## config.mk

```make
export PLATFORM = sky130hd
export DESIGN_NAME = rx_rts_ctrl
export DESIGN_NICKNAME = d
export VERILOG_FILES = /design/src/rtl/rx_rts_pkg.sv /design/src/rtl/rx_rts_level.sv /design/src/rtl/rx_rts_arb.sv /design/src/rtl/rx_rts_state.sv /design/src/rtl/rx_rts_ctrl.sv
export SDC_FILE = /design/constraint.sdc
export NUM_CORES = 1
export LEC_CHECK = 0
export BUFFER_PORTS_ARGS = -buffer_cell sky130_fd_sc_hd__buf_4
export CAP_MARGIN = 15
export CORE_AREA = 2 2 39 41
export CTS_BUF_LIST = sky130_fd_sc_hd__clkbuf_16
export CTS_CLUSTER_DIAMETER = 120
export CTS_CLUSTER_SIZE = 30
export DETAILED_ROUTE_END_ITERATION = 6
export DIE_AREA = 0 0 41 43
export PLACE_DENSITY = 0.54
export SETUP_SLACK_MARGIN = 0.5
export SYNTH_ARGS = -nofsm -noshare
export SYNTH_HDL_FRONTEND = slang
export SYNTH_SLANG_ARGS = --single-unit
```

## constraint.sdc

```tcl
create_clock -name clk -period 0.9 [get_ports clk]
set_clock_uncertainty 0.05 [all_clocks]
set_input_delay 0.135 -clock clk [delete_from_list [all_inputs] [get_ports clk]]
set_output_delay 0.135 -clock clk [all_outputs]
set_load 0.005 [all_outputs]
```

## src/rtl/rx_rts_pkg.sv

```systemverilog
package rx_rts_pkg;
   typedef enum logic [2:0] {
      ACT_IDLE      = 3'd0,
      ACT_AUTO_DROP = 3'd1,
      ACT_MAN_DROP  = 3'd2,
      ACT_MAN_RAISE = 3'd3,
      ACT_AUTO_RISE = 3'd4,
      ACT_FORGET    = 3'd5
   } rts_act_e;
endpackage

```

## src/rtl/rx_rts_level.sv

```systemverilog
module rx_rts_level #(
   parameter int CNT_W        = 9,
   parameter int DEEP_LIMIT   = 240,
   parameter int SHALLOW_SIZE = 8,
   parameter bit HAS_SHALLOW  = 1'b1
) (
   input  logic [CNT_W-1:0] fill_count,
   input  logic             shallow_mode,
   output logic             at_limit
);
   localparam logic [CNT_W-1:0] DEEP_L = CNT_W'(DEEP_LIMIT);
   localparam logic [CNT_W-1:0] SHAL_L = CNT_W'(SHALLOW_SIZE);

   generate
      if (HAS_SHALLOW) begin : g_dual
         logic [CNT_W-1:0] limit;
         assign limit    = shallow_mode ? SHAL_L : DEEP_L;
         assign at_limit = (fill_count >= limit);
      end else begin : g_single
         logic unused_mode;
         assign unused_mode = shallow_mode;
         assign at_limit    = (fill_count >= DEEP_L);
      end
   endgenerate
endmodule

```

## src/rtl/rx_rts_arb.sv

```systemverilog
module rx_rts_arb
   import rx_rts_pkg::*;
(
   input  logic     auto_en,
   input  logic     start_valid,
   input  logic     at_limit,
   input  logic     cmd_assert,
   input  logic     cmd_negate,
   input  logic     hold_q,
   output rts_act_e act
);
   always_comb begin
      if (auto_en && start_valid && at_limit)
         act = ACT_AUTO_DROP;
      else if (cmd_negate)
         act = ACT_MAN_DROP;
      else if (cmd_assert)
         act = ACT_MAN_RAISE;
      else if (hold_q && auto_en && !at_limit)
         act = ACT_AUTO_RISE;
      else if (hold_q && !auto_en)
         act = ACT_FORGET;
      else
         act = ACT_IDLE;
   end
endmodule

```

## src/rtl/rx_rts_state.sv

```systemverilog
module rx_rts_state
   import rx_rts_pkg::*;
(
   input  logic     clk,
   input  logic     rst_n,
   input  rts_act_e act,
   output logic     rts_n,
   output logic     hold_q
);
   logic active_q;

   always_ff @(posedge clk or negedge rst_n) begin
      if (!rst_n) begin
         active_q <= 1'b0;
         hold_q   <= 1'b0;
      end else begin
         unique case (act)
            ACT_AUTO_DROP: begin active_q <= 1'b0; hold_q <= 1'b1; end
            ACT_MAN_DROP:  begin active_q <= 1'b0; hold_q <= 1'b0; end
            ACT_MAN_RAISE: begin active_q <= 1'b1; hold_q <= 1'b0; end
            ACT_AUTO_RISE: begin active_q <= 1'b1; hold_q <= 1'b0; end
            ACT_FORGET:    hold_q <= 1'b0;
            default: ;
         endcase
      end
   end

   assign rts_n = ~active_q;
endmodule

```

## src/rtl/rx_rts_ctrl.sv

```systemverilog
module rx_rts_ctrl
   import rx_rts_pkg::*;
#(
   parameter int DEEP_SIZE    = 256,
   parameter int DEEP_LIMIT   = 240,
   parameter int SHALLOW_SIZE = 8,
   parameter bit HAS_SHALLOW  = 1'b1,
   localparam int CNT_W       = $clog2(DEEP_SIZE + 1)
) (
   input  logic             clk,
   input  logic             rst_n,
   input  logic             auto_en,
   input  logic             shallow_mode,
   input  logic [CNT_W-1:0] fill_count,
   input  logic             start_valid,
   input  logic             cmd_assert,
   input  logic             cmd_negate,
   output logic             rts_n
);
   generate
      if (DEEP_LIMIT < 1 || DEEP_LIMIT > DEEP_SIZE) begin : g_bad_limit
         $error("DEEP_LIMIT must lie in 1..DEEP_SIZE");
      end
      if (SHALLOW_SIZE < 1 || SHALLOW_SIZE > DEEP_SIZE) begin : g_bad_shallow
         $error("SHALLOW_SIZE must lie in 1..DEEP_SIZE");
      end
   endgenerate

   logic     at_limit;
   logic     hold_q;
   rts_act_e act;

   rx_rts_level #(
      .CNT_W(CNT_W), .DEEP_LIMIT(DEEP_LIMIT),
      .SHALLOW_SIZE(SHALLOW_SIZE), .HAS_SHALLOW(HAS_SHALLOW)
   ) i_level (
      .fill_count(fill_count), .shallow_mode(shallow_mode), .at_limit(at_limit)
   );

   rx_rts_arb i_arb (
      .auto_en(auto_en), .start_valid(start_valid), .at_limit(at_limit),
      .cmd_assert(cmd_assert), .cmd_negate(cmd_negate), .hold_q(hold_q),
      .act(act)
   );

   rx_rts_state i_state (
      .clk(clk), .rst_n(rst_n), .act(act), .rts_n(rts_n), .hold_q(hold_q)
   );
endmodule

```

# Yosys cells after proc, flatten, opt, wreduce, memory -nomap -nowiden
# Index checks and enable logic that the tools add are counted.
[classes]
n_lt_le_gt_ge = 1
n_reduce_logical = 12
addsub = 0
n_mux = 8
div_mod_pow = 0
n_mul = 0
bitwise_logic = 1
n_eq_ne = 5
n_shift = 0
[ops]
columns = ["operator", "count"]
rows = [
  ["$mux W3", 5],
  ["$ge A9 B9 Y1", 1],
  ["$mux W8", 1],
  ["$eq A3 B2 Y1 const B", 2],
  ["$eq A3 B3 Y1 const B", 2],
  ["$logic_and A1 B1 Y1", 5],
  ["$pmux W1 S2", 2],
  ["$reduce_bool A2 Y1", 2],
  ["$reduce_or A2 Y1", 2],
  ["$reduce_or A4 Y1", 1],
  ["$eq A3 B1 Y1 const B", 1],
  ["$logic_not A1 Y1", 2],
  ["$not A1 Y1", 1],
]
[totals]
in_bits = 16
latch_bits = 0
mem_bits_rw = 0
rom_bits = 0
output_inout_bits = 1
memories = 0
register_bits = 2
word_cells = 29

# Logic depth before layout (Yosys ltp)
# Gate-level depths: netlist (run 1).
[logic_depth]
depth_word = 11
ltp_mapped = 6
ltp_nobuf = 6

# Modules after synthesis
# From an unflattened synthesis (run 1), not the netlist that was laid out.
[hier_totals]
hier_cells = 32
area_unflattened_um2 = 269.0
[modules_own_cells]
columns = ["mod", "cells_each", "instances", "area_each_um2", "seq_area_each_um2"]
rows = [
  ["rx_rts_level", 14, 1, 122.6, 0.0],
  ["rx_rts_state", 10, 1, 101.3, 50.0],
  ["rx_rts_arb", 8, 1, 45.0, 0.0],
]

# Worst setup path before layout (run 1)
# No wires, ideal clock.
[synth_timing]
path_kind = "input -> register"
start = "in shallow_mode"
end = "reg i_state.hold_q"
slack_ps = -341
required_time_ps = 730
path_stages = 5
path_buffers = 0
setup_ps = 120
arrival_time_ps = 1071
path_cell_list = "ha_1 a21o_1 a211oi_2 o21ai_2 and3b_1"
[synth_via]
elab_chain_cells = 11
word_cells_on_any_way = 17
cone_classes = "order compare: 1; eq/ne: 5; mux: 6; reduce/logical: 5"
[synth_rtl]
columns = ["item", "line_no", "rtl"]
rows = [
  ["start, declared", "rx_rts_ctrl.sv:13", "input logic shallow_mode,"],
  ["$mux W8 (*)", "rx_rts_level.sv:17", "assign limit = shallow_mode ? SHAL_L : DEEP_L;"],
  ["$ge A9 B9 Y1 (*)", "rx_rts_level.sv:18", "assign at_limit = (fill_count >= limit);"],
  ["$logic_not A1 Y1", "rx_rts_arb.sv:19", "else if (hold_q && auto_en && !at_limit)"],
  ["$logic_and A1 B1 Y1", "rx_rts_arb.sv:19", ""],
  ["$mux W3", "rx_rts_arb.sv:19", ""],
  ["$mux W3", "rx_rts_arb.sv:17", "else if (cmd_assert)"],
  ["$mux W3", "rx_rts_arb.sv:15", "else if (cmd_negate)"],
  ["$mux W3 (*)", "rx_rts_arb.sv:13", "if (auto_en && start_valid && at_limit)"],
  ["$eq A3 B3 Y1 / $eq A3 B2 Y1 (equally long branches)", "rx_rts_state.sv:17", "unique case (act)"],
  ["$reduce_or A4 Y1 (no line)", "-", ""],
  ["$pmux W1 S2 / $reduce_bool A2 Y1 (equally long branches)", "-", ""],
  ["end signal, assigned", "rx_rts_state.sv:18", "ACT_AUTO_DROP: begin active_q <= 1'b0; hold_q <= 1'b1; end"],
  ["end signal, assigned", "rx_rts_state.sv:19", "ACT_MAN_DROP: begin active_q <= 1'b0; hold_q <= 1'b0; end"],
  ["end signal, assigned", "rx_rts_state.sv:20", "ACT_MAN_RAISE: begin active_q <= 1'b1; hold_q <= 1'b0; end"],
  ["end, declared", "rx_rts_state.sv:8", "output logic hold_q"],
]
# Every way passes the cells marked *; elsewhere a longest branch is shown, timed or not.
# A chain may end at the register's enable or synchronous reset.

# Worst setup path in the final report (run 1)
# Ends and elaborated chain as after synthesis.

==> results of run 1 <==
per-stage QoR:
step,utilization,cell area (µm²)
2_1_floorplan,-,295
3_3_place_gp,0.315,435
3_5_place_dp,0.315,435
4_1_cts,0.385,533
5_1_grt,0.385,533
6_report,0.385,533
per-layer routing:
layer  part of all wire  GRT usage
met4              0.061      0.120
met2               0.42      0.119
met3               0.15     0.0314
met5                  0          0
met1               0.36     0.0732
critical path, delay by kind of cell:
kind                     cells  cell delay (ns)
AO/OA/AOI/OAI                3             0.44
buffers and inverters        1             0.11
AND/OR/NAND/NOR              1             0.17
adder cells (fa/ha/maj)      1             0.23
power groups by stage:
stage / Sequential (mW) / Clock [mW] / Combinational (mW)
floorplan: 0.103 / 0 / 0.0867
global placement: 0.104 / 0 / 0.176
detailed placement: 0.104 / 0 / 0.175
CTS: 0.104 / 0.672 / 0.186
global route: 0.104 / 0.681 / 0.202
finish: 0.103 / 0.661 / 0.182
cell type report:
class | instances | area [µm²] | share of cell area
Clock buffer | 3 | 75.1 | 0.141
Tap cell | 16 | 20.0 | 0.0376
Inverter | 2 | 10.0 | 0.0188
Multi-Input combinational cell | 19 | 235 | 0.441
Sequential cell | 2 | 50.0 | 0.0939
Timing Repair Buffer | 17 | 143 | 0.268
placed cells by master, fill, tap and decap left out:
master,Yosys,routed
ha_1,5,2
inv_1,2,1
and3b_1,1,1
inv_4,0,1
clkbuf_16,0,3
ha_4,0,3
a21o_1,1,1
o21ai_0,1,1
nor2b_4,0,1
a211oi_2,1,2
nand4b_1,1,1
dfrtp_1,2,2
o21ai_2,1,1
dlygate4sd3_1,0,1
buf_4,0,15
nor2_1,1,1
o31ai_2,1,1
a211oi_1,2,1
nor4b_4,0,1
buf_12,0,1
a21oi_1,2,2
Yosys cell counts (all sizes together):
library cell,instances,area share
nand4b,1,0.037
and3b,1,0.037
o31ai,1,0.053
dfrtp,2,0.21
nor2b,1,0.027
o21ai,2,0.059
a211oi,3,0.12
nor2,1,0.016
a21oi,2,0.043
ha,5,0.27
nor4b,1,0.064
a21o,1,0.032
inv,2,0.032
sequential cells by signal, summed over array words and instances, names as in the netlist:
signal	cells
i_state.active_q	1
i_state.hold_q	1
path summary, 6_finish.rpt:
check	start	slack [ns]	to
worst max-delay path	shallow_mode	-0.14	i_state.hold_q$_DFFE_PN0P_
worst min-delay path	cmd_negate	0.07	i_state.active_q$_DFFE_PN0P_
worst max register to register	i_state.hold_q$_DFFE_PN0P_	-0.03	i_state.active_q$_DFFE_PN0P_
worst min register to register	i_state.active_q$_DFFE_PN0P_	0.50	i_state.active_q$_DFFE_PN0P_
max in group asynchronous	rst_n	0.52	i_state.hold_q$_DFFE_PN0P_
min in group asynchronous	rst_n	0.19	i_state.active_q$_DFFE_PN0P_
timing repair:
item,in CTS,in global routing
endpoints found under the setup margin,3,3
resized for setup,3,0
pin swaps,1,0
hold buffers,1,0
endpoints found under the hold margin,2,0
logic make-up (layout without fill, tap and decap cells):
logic type	after synthesis	count (layout)	share of synthesized area
flops	2	2	0.214
simple gates	5	5	0.182
fa+ha+maj	5	5	0.267
compound gates	9	9	0.305
buf+inv	2	22	0.0321
==> impl_metrics.csv, run 1 <==
group,metric,value,unit
power_and_ir_drop,max-vdd-ir-drop,0.804,mV
power_and_ir_drop,power.total,946,µW
power_and_ir_drop,pwr-share-seq,0.109,
clock_tree,clockBufferDepth,2,
final_layout,drive_gt1_frac,0.674,
hold_path,min_path_cells,2,
grt,grtUsageTotal,0.0851,
sta,whs,0.0682,ns
final_layout,nets,66,
job,drv_cap,0,
final_layout,synthToLayoutAreaGrowth,128,%
grt,antenna_found_initial,0,
synthesis,syn-num-nets,44,
synthesis,seq_area_frac_synth,0.214,
die,coreArea,1380,µm²
setup_path,path_max_fanout,5,
die,fp.dieW,41,µm
setup_path,reg2reg_depth,2,
detailed_routing,drt-vias-per-instance,4.53,
sta,slew_headroom,0.830,
clock_tree,cts.clk_slew.worst_paths,0.03,ns
setup_path,critPathKind,"in -> reg",
detailed_routing,vias,267,
die,rows,14,
synthesis,syn_area_per_cell,10.2,µm²
final_layout,fill_cells,139,
placement,dp_cells,55,
setup_path,end_kind,"flop",
placement,dp_hpwl,497,µm
sta,fin_tns_setup,-0.302,ns
sta,setup_slack,-0.141,ns
placement,io_buffers,16,
sta,max_freq,960,MHz
sta,grt_setup_unrepaired,"yes",
sta,slew_violations,0,
detailed_routing,drc,0,
sta,setup_viol,3,
hold_path,hold_path.class,"in -> reg",
power_and_ir_drop,power_density,1780,nW/µm²
grt,grt.overflow.total,0,
grt,grt_pass1_vias,240,
die,initial_core_util,0.169,
clock_tree,cts_setup_buffers,0,
power_and_ir_drop,clkPwrFrac,0.698,
detailed_routing,wl_per_cell,9.80,µm
setup_path,crit_chain,"buf_12, ha_4, a21o_1, a211oi_2, o21ai_2, and3b_1",
power_and_ir_drop,p_sw,169,µW
synthesis,synthCells,23,
synthesis,ys_types,15,
status,outcome,"finished, violations left",
clock_tree,cts_made_buffers,3,
sta,final-hold-violation-count,0,
synthesis,ys_warn_count,0,
grt,grt_first_pass_wirelength,890,µm
setup_path,crit_path_top_delay_cell,"ha_4",
final_layout,antenna_cells,0,
power_and_ir_drop,leakagePower,0.244,nW
die,die_area,1760,µm²
detailed_routing,drt_iter0_drc,1,
detailed_routing,first_pass_iters,2,
setup_path,max_stage_delay,0.23,ns
setup_path,crit_required,0.95,ns
placement,pre_cts_slack,-0.425,ns
synthesis,syn_area,234,µm²
placement,gp_congestion,0.583,
clock_tree,clock-root-buffer,"clkbuf_16",
clock_tree,cts_tree,"yes",
grt,grt_max_degree,6,
setup_path,cp-start-kind,"primary input",
clock_tree,cts_sinks,2,
sta,tightest_slew,0.254,ns
sta,min_period,1.04,ns
die,dieHeight,43,µm
final_layout,instances_no_fill,59,
setup_path,arrival,1.09,ns
synthesis,ys_ff_latch,2,
clock_tree,htree_levels,1,
detailed_routing,antenna_left,0,
power_and_ir_drop,pwr-share-comb,0.192,
power_and_ir_drop,power.internal,777,µW
status,violations,"setup timing",
detailed_routing,routed_wl,578,µm
die,ios,17,
clock_tree,clk_latency,0.22,ns
power_and_ir_drop,sw_frac_of_total,0.179,
sta,fin_crit_sh,1.16,
(Power assumes the default switching activity.)
==> inputs of run 2 (changes only) <==
- CELL_PAD_IN_SITES_DETAIL_PLACEMENT: unset -> 1
- CELL_PAD_IN_SITES_GLOBAL_PLACEMENT: unset -> 1
- PLACE_DENSITY: 0.54 -> 0.67
==> run 2 against run 1 <==
- the flow finishes with violations (hold timing, setup timing)
- sequential power hardly changed
- clock-buffer cell count stayed put
- sequential cell count is the same
- non-clock buffer count is the same
- critical path depth did not move
- worst setup slack got worse by 0.0087 ns
- final cell count unchanged
- critical endpoint unchanged
- largest power group unchanged
==> impl_metrics.csv, run 2 (synthesis results as in run 1) <==
group,metric,value,unit
sta,whs,-0.165,ns
placement,io_buffers,16,
sta,fin_crit_sh,1.17,
sta,setup_viol,3,
clock_tree,clockBufferDepth,2,
status,outcome,"finished, violations left",
grt,grt_pass1_vias,314,
die,fp.dieW,41,µm
power_and_ir_drop,leakagePower,0.254,nW
sta,slew_headroom,0.822,
clock_tree,cts.clk_slew.worst_paths,0.03,ns
sta,min_period,1.05,ns
final_layout,antenna_cells,0,
clock_tree,clk_latency,0.22,ns
clock_tree,clock-root-buffer,"clkbuf_16",
grt,grtUsageTotal,0.101,
setup_path,reg2reg_from,"i_state.hold_q$_DFFE_PN0P_",
die,rows,14,
grt,grt.overflow.total,0,
sta,grt_setup_unrepaired,"yes",
clock_tree,cts_made_buffers,3,
grt,antenna_found_initial,0,
setup_path,critPathKind,"in -> reg",
final_layout,layout_commonest_cell,"buf_4",
sta,tightest_slew,0.265,ns
final_layout,final_core_utilization,0.390,
clock_tree,htree_levels,1,
sta,setup_slack,-0.150,ns
sta,final-hold-violation-count,2,
final_layout,final_cell_mix,"14 x buf_4, 3 x ha_4, 3 x clkbuf_16",
detailed_routing,first_pass_iters,2,
die,dieHeight,43,µm
setup_path,reg2reg_depth,2,
placement,dp_cells,55,
placement,pre_cts_slack,-0.442,ns
final_layout,drive_gt1_frac,0.674,
sta,max_freq,953,MHz
grt,grt_first_pass_wirelength,1100,µm
die,coreArea,1380,µm²
setup_path,cp-endpoint,"i_state.hold_q$_DFFE_PN0P_",
setup_path,cp-start-kind,"primary input",
power_and_ir_drop,max-vdd-ir-drop,0.476,mV
die,initial_core_util,0.169,
power_and_ir_drop,power.total,960,µW
status,violations,"hold timing, setup timing",
die,die_area,1760,µm²
detailed_routing,wl_per_cell,11.9,µm
setup_path,arrival,1.11,ns
clock_tree,cts_tree,"yes",
setup_path,crit_required,0.96,ns
clock_tree,cts_sinks,2,
setup_path,r2r-end,"i_state.active_q$_DFFE_PN0P_",
placement,dp_hpwl,605,µm
power_and_ir_drop,power_density,1780,nW/µm²
setup_path,path_max_fanout,5,
detailed_routing,vias,270,
placement,gp_congestion,0.545,
grt,grt_max_degree,6,
detailed_routing,antenna_left,0,
detailed_routing,drc,0,
job,drv_cap,0,
final_layout,instances_no_fill,59,
detailed_routing,drt_iter0_drc,1,
sta,slew_violations,0,
setup_path,end_kind,"flop",
setup_path,r2r_slack,-0.03,ns
die,ios,17,
setup_path,startpoint,"shallow_mode",
final_layout,synthToLayoutAreaGrowth,130,%
final_layout,largestRegisters,"i_state.active_q x1, i_state.hold_q x1",
clock_tree,cts_setup_buffers,0,
hold_path,hold_path.class,"in -> async",
final_layout,nets,66,
detailed_routing,routed_wl,702,µm
clock_tree,cts_hold_buf,1,
detailed_routing,drt-vias-per-instance,4.58,
final_layout,fill_cells,153,
==> run 2: critical path, stage by stage <==
cell and delay [ns]:
buf_12 0.12, ha_4 0.23, a21o_1 0.16, a211oi_2 0.21
o21ai_2 0.09, and3b_1 0.16
==> run 2: timing repair <==
item,in CTS,in global routing
hold endpoints to repair,2,2
gates resized for setup,3,2
pin swaps,1,1
setup endpoints to repair,3,5
==> run 2: final cells by class <==
class                   instances  area, µm²  area share
clock buffers                   3       75.1       0.139
inverters                       2       10.0      0.0186
multi-input cells              19        235       0.436
flip-flops and latches          2       50.0      0.0928
well taps                      16       20.0      0.0371
repair buffers                 17        149       0.276
==> run 2: worst min-delay path by stage <==
| stage | start | endpoint | cells after the start |
|---|---|---|---|
| detailed placement | rst_n | i_state.hold_q$_DFFE_PN0P_ | 1 |
| CTS | cmd_negate | i_state.active_q$_DFFE_PN0P_ | 2 |
| finish | rst_n | i_state.active_q$_DFFE_PN0P_ | 2 |
| global route | rst_n | i_state.active_q$_DFFE_PN0P_ | 2 |
| global placement | rst_n | i_state.hold_q$_DFFE_PN0P_ | 1 |
| floorplan | rst_n | i_state.active_q$_DFFE_PN0P_ | 0 |
==> run 2: per-layer routing <==
metal / share of wire / vias up / global-route usage
met4: 0.030 / 0 / 0.100
met3: 0.13 / 2 / 0.0314
met5: 0 / - / 0
met1: 0.36 / 118 / 0.0895
li1: - / 130 / -
met2: 0.47 / 20 / 0.163
==> run 2: per-stage QoR <==
step	setup TNS [ns]	cell area [µm²]
5_1_grt	-0.476	539
4_1_cts	-0.426	533
6_report	-0.313	539
3_5_place_dp	-0.871	435
2_1_floorplan	-0.358	295
3_3_place_gp	-0.830	435
==> run 2: where the power goes <==
group	internal (mW)	switching [mW]
clock	0.565	0.102
sequential	0.0985	0.00473
combinational	0.117	0.0715
==> inputs of run 3 (changes only) <==
- CTS_BUF_LIST: sky130_fd_sc_hd__clkbuf_16 -> unset
- REMOVE_ABC_BUFFERS: unset -> 1
==> run 3 against run 2 <==
- clock-buffer cell count is the same
- the run still ends with hold timing, setup timing left
- critical path depth is the same
- worst setup slack better by 0.012 ns
- final area shrank 6.7%
- highest routed layer is now met3
- die area unchanged
- total power fell by 48%
==> impl_metrics.csv, run 3 (synthesis results as in run 1) <==
group,metric,value,unit
status,outcome,"finished, violations left",
status,violations,"hold timing, setup timing",
hold_path,hold_path.class,"in -> async",
final_layout,largestRegisters,"i_state.active_q x1, i_state.hold_q x1",
final_layout,post-route-cell-area,503,µm²
job,drv_cap,0,
setup_path,path_max_fanout,5,
power_and_ir_drop,leakagePower,0.239,nW
final_layout,nets,67,
final_layout,antenna_cells,0,
final_layout,synthToLayoutAreaGrowth,115,%
setup_path,crit_path_top_delay_cell,"a211oi_2",
clock_tree,cts_setup_buffers,0,
sta,slew_headroom,0.836,
setup_path,r2r_slack,-0.02,ns
detailed_routing,routed_wl,657,µm
clock_tree,clock-root-buffer,"clkbuf_4",
grt,grt_pass1_vias,318,
setup_path,critPathTopFamily,"compound AO/OA/AOI/OAI gates",
setup_path,crit_cells,6,
grt,grt.overflow.total,0,
clock_tree,cts_hold_buf,1,
die,initial_core_util,0.169,
power_and_ir_drop,power_density,985,nW/µm²
setup_path,critPathKind,"in -> reg",
placement,gp_congestion,0.583,
clock_tree,cts_tree,"yes",
setup_path,reg2reg_depth,2,
placement,dp_hpwl,509,µm
setup_path,worst-path-buf-inv,1,
setup_path,cp-start-kind,"primary input",
final_layout,fill_cells,161,
power_and_ir_drop,max-vdd-ir-drop,0.250,mV
clock_tree,clockBufferDepth,2,
die,dieHeight,43,µm
grt,grt_first_pass_wirelength,1150,µm
clock_tree,cts_sinks,2,
sta,fin_crit_sh,1.15,
clock_tree,cts_made_buffers,3,
sta,max_freq,964,MHz
grt,grt_max_degree,6,
sta,slew_violations,0,
detailed_routing,drt-vias-per-instance,4.37,
sta,final-hold-violation-count,2,
sta,tightest_slew,0.245,ns
clock_tree,cts.clk_slew.worst_paths,0.03,ns
clock_tree,htree_levels,1,
sta,min_period,1.04,ns
detailed_routing,wl_per_cell,11.0,µm
detailed_routing,vias,262,
setup_path,arrival,1.09,ns
sta,grt_setup_unrepaired,"yes",
placement,placed_cell_area,382,µm²
sta,setup_viol,3,
grt,antenna_found_initial,0,
die,rows,14,
placement,io_buffers,16,
grt,grtUsageTotal,0.0982,
die,fp.dieW,41,µm
setup_path,crit_chain,"buf_12, ha_4, nor4b_4, a211oi_2, o21ai_2, and3b_1",
detailed_routing,drc,0,
sta,setup_slack,-0.138,ns
setup_path,max_stage_delay,0.24,ns
die,ios,17,
die,die_area,1760,µm²
final_layout,drive_gt1_frac,0.682,
final_layout,final_cell_mix,"12 x buf_4, 4 x buf_6, 3 x ha_4, 3 x clkbuf_4",
clock_tree,clk_latency,0.22,ns
sta,whs,-0.169,ns
final_layout,layout_commonest_cell,"buf_4",
detailed_routing,drt_iter0_drc,3,
detailed_routing,antenna_left,0,
detailed_routing,first_pass_iters,4,
setup_path,end_kind,"flop",
die,coreArea,1380,µm²
setup_path,crit_required,0.95,ns
run 3: cell count changes in the layout (fill, tap and decap cells not counted), sizes merged:
| cell | change |
|---|---|
| buf | +1 |
run 3: timing repair:
| item | CTS | global route |
|---|---|---|
| endpoints found under the setup margin | 3 | 5 |
| gates resized for setup | 14 | 2 |
| cloned | 0 | 0 |
| endpoints found under the hold margin | 2 | 2 |
| pin swaps | 7 | 2 |
run 3: layout make-up:
type | count | area [µm²] | area share
Multi-Input combinational cell | 19 | 235 | 0.468
Timing Repair Buffer | 18 | 168 | 0.333
Sequential cell | 2 | 50.0 | 0.0995
Clock buffer | 3 | 22.5 | 0.0448
Tap cell | 16 | 20.0 | 0.0398
Inverter | 2 | 7.51 | 0.0149
run 3: power by group:
group | switching [mW] | internal, mW
sequential | 0.00577 | 0.0985
combinational | 0.0719 | 0.127
clock | 0.0454 | 0.147
total | 0.123 | 0.372
run 3: stage by stage:
step,std cells,power [mW],TNS (ns),setup WS [ns],utilization
finish,60,0.495,-0.296,-0.138,0.363
floorplan,23,0.165,-0.639,-0.341,-
detailed placement,56,0.253,-1.06,-0.547,0.276
global route,60,0.536,-0.472,-0.204,0.363
global placement,56,0.248,-1.04,-0.537,0.276
CTS,60,0.507,-0.281,-0.127,0.359
run 3: metal layers:
metal,GRT usage,part of all wire,up-vias
met5,0,0,-
met4,0.0800,0,0
met3,0.00524,0.097,0
met2,0.163,0.51,12
met1,0.105,0.40,118
li1,-,-,132
run 3: worst paths after layout:
kind	start	end
setup / recovery	shallow_mode	i_state.hold_q$_DFFE_PN0P_
min in group clk	cmd_negate	i_state.active_q$_DFFE_PN0P_
hold / removal	rst_n	i_state.hold_q$_DFFE_PN0P_
max in group asynchronous	rst_n	i_state.active_q$_DFFE_PN0P_
setup reg to reg	i_state.hold_q$_DFFE_PN0P_	i_state.active_q$_DFFE_PN0P_
hold reg to reg	i_state.active_q$_DFFE_PN0P_	i_state.active_q$_DFFE_PN0P_
